### src/rtl/wavegen_pkg.sv
package wavegen_pkg;
  typedef enum logic [1:0] {
    WM_OFF   = 2'b00,
    WM_NOISE = 2'b01,
    WM_TRI   = 2'b10,
    WM_RSVD  = 2'b11
  } wave_mode_e;
endpackage

### src/rtl/wg_mask_decode.sv
module wg_mask_decode #(
  parameter int DATA_W = 12,
  parameter int SEL_W  = 4
) (
  input  logic [SEL_W-1:0]  sel,
  output logic [DATA_W-1:0] mask
);
  localparam int MAX_SEL = DATA_W - 1;

  logic [SEL_W-1:0] sel_c;
  assign sel_c = (sel > SEL_W'(MAX_SEL)) ? SEL_W'(MAX_SEL) : sel;

  for (genvar i = 0; i < DATA_W; i++) begin : g_bit
    assign mask[i] = (sel_c >= SEL_W'(i));
  end
endmodule

### src/rtl/wg_triangle.sv
module wg_triangle #(
  parameter int DATA_W = 12
) (
  input  logic              clk,
  input  logic              rst,
  input  logic              clear,
  input  logic              step,
  input  logic [DATA_W-1:0] peak,
  output logic [DATA_W-1:0] value
);
  logic [DATA_W-1:0] cnt;
  logic              going_up;

  always_ff @(posedge clk) begin
    if (rst || clear) begin
      cnt      <= '0;
      going_up <= 1'b1;
    end else if (step) begin
      if (going_up) begin
        if (cnt >= peak) begin
          cnt      <= cnt - DATA_W'(1);
          going_up <= 1'b0;
        end else begin
          cnt <= cnt + DATA_W'(1);
        end
      end else begin
        if (cnt == '0) begin
          cnt      <= DATA_W'(1);
          going_up <= 1'b1;
        end else begin
          cnt <= cnt - DATA_W'(1);
        end
      end
    end
  end

  assign value = cnt;
endmodule

### src/rtl/wg_lfsr.sv
module wg_lfsr #(
  parameter int              DATA_W = 12,
  parameter logic [DATA_W-1:0] SEED = 12'hAAA,
  parameter logic [DATA_W-1:0] TAPS = 12'h829
) (
  input  logic              clk,
  input  logic              rst,
  input  logic              step,
  output logic [DATA_W-1:0] state
);
  logic [DATA_W-1:0] sr;
  logic              fb;

  assign fb = ^(sr & TAPS);

  always_ff @(posedge clk) begin
    if (rst)       sr <= SEED;
    else if (step) sr <= {sr[DATA_W-2:0], fb};
  end

  assign state = sr;
endmodule

### src/rtl/wavegen_top.sv
module wavegen_top #(
  parameter int DATA_W = 12,
  parameter int SEL_W  = 4
) (
  input  logic              clk,
  input  logic              rst,
  input  logic              trig,
  input  logic [1:0]        mode,
  input  logic [SEL_W-1:0]  sel,
  input  logic [DATA_W-1:0] base,
  output logic [DATA_W-1:0] dout,
  output logic              dout_vld
);
  import wavegen_pkg::*;

  wave_mode_e        mode_e, mode_q;
  logic              mode_chg;
  logic [DATA_W-1:0] mask;
  logic [DATA_W-1:0] tri_val;
  logic [DATA_W-1:0] lfsr_val;
  logic [DATA_W-1:0] wave;
  logic              tri_step, noise_step;

  assign mode_e     = wave_mode_e'(mode);
  assign mode_chg   = (mode_e != mode_q);
  assign tri_step   = trig && (mode_e == WM_TRI) && !mode_chg;
  assign noise_step = trig && (mode_e == WM_NOISE);

  always_ff @(posedge clk) begin
    if (rst) mode_q <= WM_OFF;
    else     mode_q <= mode_e;
  end

  wg_mask_decode #(.DATA_W(DATA_W), .SEL_W(SEL_W)) u_mask (
    .sel  (sel),
    .mask (mask)
  );

  wg_triangle #(.DATA_W(DATA_W)) u_tri (
    .clk   (clk),
    .rst   (rst),
    .clear (mode_chg),
    .step  (tri_step),
    .peak  (mask),
    .value (tri_val)
  );

  wg_lfsr #(.DATA_W(DATA_W)) u_lfsr (
    .clk   (clk),
    .rst   (rst),
    .step  (noise_step),
    .state (lfsr_val)
  );

  always_comb begin
    unique case (mode_e)
      WM_NOISE: wave = lfsr_val & mask;
      WM_TRI:   wave = tri_val;
      default:  wave = '0;
    endcase
  end

  always_ff @(posedge clk) begin
    if (rst) begin
      dout     <= '0;
      dout_vld <= 1'b0;
    end else begin
      dout_vld <= trig;
      if (trig) dout <= base + wave;
    end
  end
endmodule

### config.mk
export PLATFORM = sky130hd
export DESIGN_NAME = wavegen_top
export DESIGN_NICKNAME = d
export VERILOG_FILES = /design/src/rtl/wavegen_pkg.sv /design/src/rtl/wg_mask_decode.sv /design/src/rtl/wg_triangle.sv /design/src/rtl/wg_lfsr.sv /design/src/rtl/wavegen_top.sv
export SDC_FILE = /design/constraint.sdc
export NUM_CORES = 1
export LEC_CHECK = 0
export CORE_MARGIN = 4
export CORE_UTILIZATION = 58
export CTS_BUF_LIST = sky130_fd_sc_hd__clkbuf_16
export CTS_CLUSTER_DIAMETER = 120
export DETAILED_ROUTE_END_ITERATION = 8
export DONT_BUFFER_PORTS = 1
export PLACE_DENSITY = 0.76
export SKIP_LAST_GASP = 1
export SYNTH_ARGS = -nofsm -noshare
export SYNTH_HDL_FRONTEND = slang
export SYNTH_HIERARCHICAL = 1
export SYNTH_SLANG_ARGS = --single-unit
### constraint.sdc
create_clock -name clk -period 3 [get_ports clk]
set_input_delay 0.6 -clock clk [delete_from_list [all_inputs] [get_ports clk]]
set_output_delay 0.6 -clock clk [all_outputs]
set_load 0.05 [all_outputs]
Yosys cells after proc, flatten, opt, wreduce, memory -nomap -nowiden
Index checks and enable logic that the tools add are counted.
{"block": "classes", "add_sub_neg": 3, "magnitude_cmp": 14, "eq_ne": 3, "muxes": 8, "n_bitwise": 1, "n_reduce_logical": 7}
{"operator": "12-bit 2-to-1 mux", "count": 3}
{"operator": "12-bit case mux with 2 select lines", "count": 1}
{"operator": "4-bit by 3-bit greater-or-equal comparator with 1-bit output (second input constant)", "count": 4}
{"operator": "4-bit greater-or-equal comparator (second input constant)", "count": 4}
{"operator": "12-bit by 1-bit adder with 12-bit output (second input constant)", "count": 1}
{"operator": "12-bit adder", "count": 1}
{"operator": "12-bit bitwise AND", "count": 1}
{"operator": "12-bit greater-or-equal comparator", "count": 1}
{"operator": "12-bit zero test", "count": 1}
{"operator": "12-bit XOR reduction", "count": 1}
{"operator": "12-bit by 1-bit subtractor with 12-bit output (second input constant)", "count": 1}
{"operator": "4-bit by 1-bit greater-or-equal comparator with 1-bit output (second input constant)", "count": 2}
{"operator": "4-bit by 2-bit greater-or-equal comparator with 1-bit output (second input constant)", "count": 2}
{"operator": "4-bit > comparator (second input constant)", "count": 1}
{"operator": "4-bit 2-to-1 mux", "count": 1}
{"operator": "1-bit logical AND", "count": 3}
{"operator": "1-bit 2-to-1 mux", "count": 3}
{"operator": "2-bit by 1-bit == test with 1-bit output (second input constant)", "count": 1}
{"operator": "2-bit == test (second input constant)", "count": 1}
{"operator": "2-bit != test", "count": 1}
{"operator": "1-bit zero test", "count": 1}
{"operator": "1-bit logical OR", "count": 1}
{"block": "totals", "reg_bits": 40, "inputBits": 21, "out_inout_bits": 13, "elab_cells": 42}

Logic depth before layout (Yosys ltp)
{"block": "logic_depth", "depth_word": 6, "depth_mapped": 12, "mapped_depth_nobuf": 11}

Hierarchy
Netlist, hierarchy kept.
{"mod": "wg_triangle", "instances": 1, "cells_each": 184, "area_each_um2": 1385.1, "seq_area_each_um2": 260.2}
{"mod": "wavegen_top", "instances": 1, "cells_each": 151, "area_each_um2": 1252.5, "seq_area_each_um2": 300.3}
{"mod": "wg_lfsr", "instances": 1, "cells_each": 42, "area_each_um2": 467.9, "seq_area_each_um2": 240.2}
{"mod": "wg_mask_decode", "instances": 1, "cells_each": 16, "area_each_um2": 107.6, "seq_area_each_um2": 0.0}

Worst setup path after synthesis
OpenSTA, ideal clock, no wires.
{"block": "synth_path", "kind": "input -> register", "start": "input sel[2]", "end": "register u_tri.cnt[7] (netlist: u_tri/value[7])", "setup_time_ps": 82, "arrival_time_ps": 2849, "t_required_ps": 2918, "slack_ps": 69, "stages": 9, "n_path_buf": 0, "cell_sequence": "or2_4 -> or3_1 -> inv_1 -> ha_1 -> a2111o_1 -> a21o_1 -> a21oi_2 -> mux2_2 -> o221ai_1"}
{"block": "synth_via", "elab_chain_len": 6, "word_cells_on_any_way": 17, "cone_classes": "order compare: 14; mux: 3"}
{"item": "start, declared", "line_no": "wavegen_top.sv:9", "rtl": "input logic [SEL_W-1:0] sel,"}
{"item": "4-bit > comparator", "line_no": "wg_mask_decode.sv:11", "rtl": "assign sel_c = (sel > SEL_W'(MAX_SEL)) ? SEL_W'(MAX_SEL) : sel;"}
{"item": "4-bit 2-to-1 mux *", "line_no": "wg_mask_decode.sv:11"}
{"item": "4-bit by 1-bit greater-or-equal comparator with 1-bit output *", "line_no": "wg_mask_decode.sv:14", "rtl": "assign mask[i] = (sel_c >= SEL_W'(i));"}
{"item": "via mask[1]", "line_no": "wavegen_top.sv:18", "rtl": "logic [DATA_W-1:0] mask;"}
{"item": "12-bit greater-or-equal comparator *", "line_no": "wg_triangle.sv:20", "rtl": "if (cnt >= peak) begin"}
{"item": "12-bit 2-to-1 mux *", "line_no": "wg_triangle.sv:20"}
{"item": "12-bit 2-to-1 mux *", "line_no": "wg_triangle.sv:19", "rtl": "if (going_up) begin"}
{"item": "end signal, assigned", "line_no": "wg_triangle.sv:21", "rtl": "cnt <= cnt - DATA_W'(1);"}
{"item": "end signal, assigned", "line_no": "wg_triangle.sv:24", "rtl": "cnt <= cnt + DATA_W'(1);"}
{"item": "end signal, assigned", "line_no": "wg_triangle.sv:31", "rtl": "cnt <= cnt - DATA_W'(1);"}
{"item": "end, declared", "line_no": "wg_triangle.sv:11", "rtl": "logic [DATA_W-1:0] cnt;"}
Mark *: on every way through the listed nets, which the timed path passes. The rest lies on a longest branch.
A chain may end at the register's enable or synchronous reset.

Final worst setup path
{"block": "layout_path", "start": "input sel[2]", "end": "register u_tri.cnt[5] (netlist: u_tri/value[5])"}
Same word-level chain as after synthesis.

==> reports/qor.yml <==
cts.hold.buffers_added: 0
yosysTopAreaCell: "dfxtp_1"
wl_per_cell_um: 17.5
ioPinCount: 34
crit_required_ps: 3210
fin_crit_sh_pct: 94.5
layout-drive-gt1-share_pct: 14.3
crit_path_end_kind: "flip-flop"
first_iter_violations: 198
worstHoldPathType: "in2reg"
gp_congestion: 0.940
syn_area_per_cell_um2: 8.18
clk_pin_slew_ps: 60
p_leak_nw: 1.49
netlist_instances: 393
setup_viol: 0
n_fill_cell: 441
place_ws_ps: -145
layout.nets: 448
hold_viol: 0
cts_buffer_depth: 2
row_count: 26
rsz0062_at_grt: "false"
fin_crit_ps: 2830
die-area_mm2: 0.00679
routed_wl_um: 8220
cts_num_sinks: 40
dp_cells: 461
ant_nets: 0
coreArea_mm2: 0.00524
synth_enable_flop_cells: 0
drv_slew: 0
multi_input_area_mm2: 0.00222
antenna_cells: 0
p_total_mw: 1.32
clock-skew-final_ps: 3.10
postPlaceCellArea_mm2: 0.00334
htreeDepth: 2
cts_root_buf: "clkbuf_16"
yosys_warnings: 6
crit_fanout: 8
dp_hpwl_um: 6020
layoutNonFillerInstCount: 469
ir_drop_mv: 0.256
grt_use_total_pct: 25.6
insertion_delay_ps: 280
yosysMostFrequentCell: "nor2_1"
route.detailed.drc: 0
cts_tree: "yes"
grt_pass1_vias: 2863
design_area_mm2: 0.00349
vias: 3004
die_x_um: 82.4
whs_ps: 380
crit_type: "in2reg"
slew_headroom_pct: 46.0
areaGrowthSynthToFinish_pct: 8.53
grt_overflow: 0
grt_max_degree: 38
ff_latch_area_um2: 801
cts_buffers: 5
setup_ws_ps: 165
worstPathArrival_ps: 3050
synth_top_cells_by_count: "nor2_1, dfxtp_1, ha_1"
viasPerCell: 6.41
outcome: "complete, no violations"
port_buffers: 0
antenna_found_initial: 0
ys_seq_area_share_pct: 24.9
post-cts-setup-buffers: 0
p_per_area_mw_per_mm2: 379
synth.top_cell.area_share_pct: 24.9
postSynthRegisterBits: 40
synthFlopType: "dfxtp_1"
async_reset_ff_share_pct: 0
clock.fmax_mhz: 353
drtPass1Iterations: 5
max_cap_violations: 0
grt_pass1_wl_um: 13300
synth_nets: 443
start_util_pct: 61.3
worst_pin_slew_ps: 811
start_kind: "input pin"
die_y_um: 82.4
synth_area_mm2: 0.00321
synth_cell_types: 77
ys_top_cells_by_area: "dfxtp_1, ha_1, nor2_1"
-- layout make-up --
class | count | share of cell area (%)
Clock buffer | 5 | 3.59
Clock inverter | 3 | 0.395
Inverter | 23 | 2.48
Multi-Input combinational cell | 308 | 63.8
Sequential cell | 40 | 23.0
Tap cell | 70 | 2.51
Timing Repair Buffer | 20 | 4.31
-- cells in the final DEF, fill, tap and decap left out, types with 4 or more instances in the layout --
| cell | count |
|---|---|
| a211o_1 | 8 |
| a211oi_1 | 5 |
| a21o_2 | 4 |
| a21oi_1 | 14 |
| a31oi_1 | 7 |
| a32oi_1 | 13 |
| buf_4 | 20 |
| clkbuf_16 | 5 |
| dfxtp_1 | 40 |
| ha_1 | 28 |
| inv_1 | 23 |
| mux2i_1 | 10 |
| nand2_1 | 22 |
| nand2b_1 | 7 |
| nand3_1 | 12 |
| nand4_1 | 5 |
| nor2_1 | 43 |
| nor2b_1 | 8 |
| nor3_1 | 7 |
| nor3b_1 | 5 |
| o21ai_0 | 14 |
| o31ai_1 | 6 |
| or3_1 | 6 |
| xnor2_1 | 5 |
-- critical path, cell delays in order --
cell and delay (ps):
or2_4 230, or3_1 370, inv_1 80, ha_1 220, a2111o_1 400, a21o_1 260
a2111oi_1 560, o21ai_0 140, a2bb2oi_1 170
-- where the power goes --
group          switching [mW]  total, mW  internal, mW
combinational           0.101      0.189        0.0881
sequential             0.0607      0.616         0.556
clock                   0.213      0.516         0.302
-- per-stage QoR --
step	utilization [%]	TNS, ps
floorplan	-	0
global placement	63.8	-146
detailed placement	63.8	-603
CTS	66.4	0
global route	66.6	0
finish	66.6	0
-- layer usage --
layer / track usage (%) / vias up / routed length [µm]
met4: 8.80 / 0 / 108
met1: 33.6 / 1407 / 3730
li1: - / 1480 / -
met3: 4.66 / 13 / 517
met5: 0 / - / 0
met2: 41.9 / 104 / 3860
-- flip-flops by register name, indices dropped and copies added (netlist names) --
register        count
u_tri/going_up      1
u_tri/value        12
dout_vld            1
dout               12
mode_q              2
u_lfsr/state       12
-- worst paths after layout --
kind / slack, ps / start / to / cells after the start
max reg2reg: 390 / u_tri/value[0] / u_tri/value[5] / 8
max: 170 / sel[2] / u_tri/value[5] / 9
min: 380 / rst / mode_q[1] / 1
min reg2reg: 500 / u_lfsr/state[4] / u_lfsr/state[5] / 1
-- logic make-up after synthesis --
group	after synthesis	share of synthesized area, %
buf+inv	45	6.11
compound gates	114	26.9
mux	12	3.82
simple gates	143	23.7
other cells	1	0.117
xor+xnor	9	2.92
flops	40	24.9
fa+ha+maj	29	11.5
-- what timing repair did --
item                                    CTS  global route
resized for setup                         0             3
endpoints found under the setup margin    0             3
hold endpoints to repair                  0             0
Power figures use the tool's default switching activity.
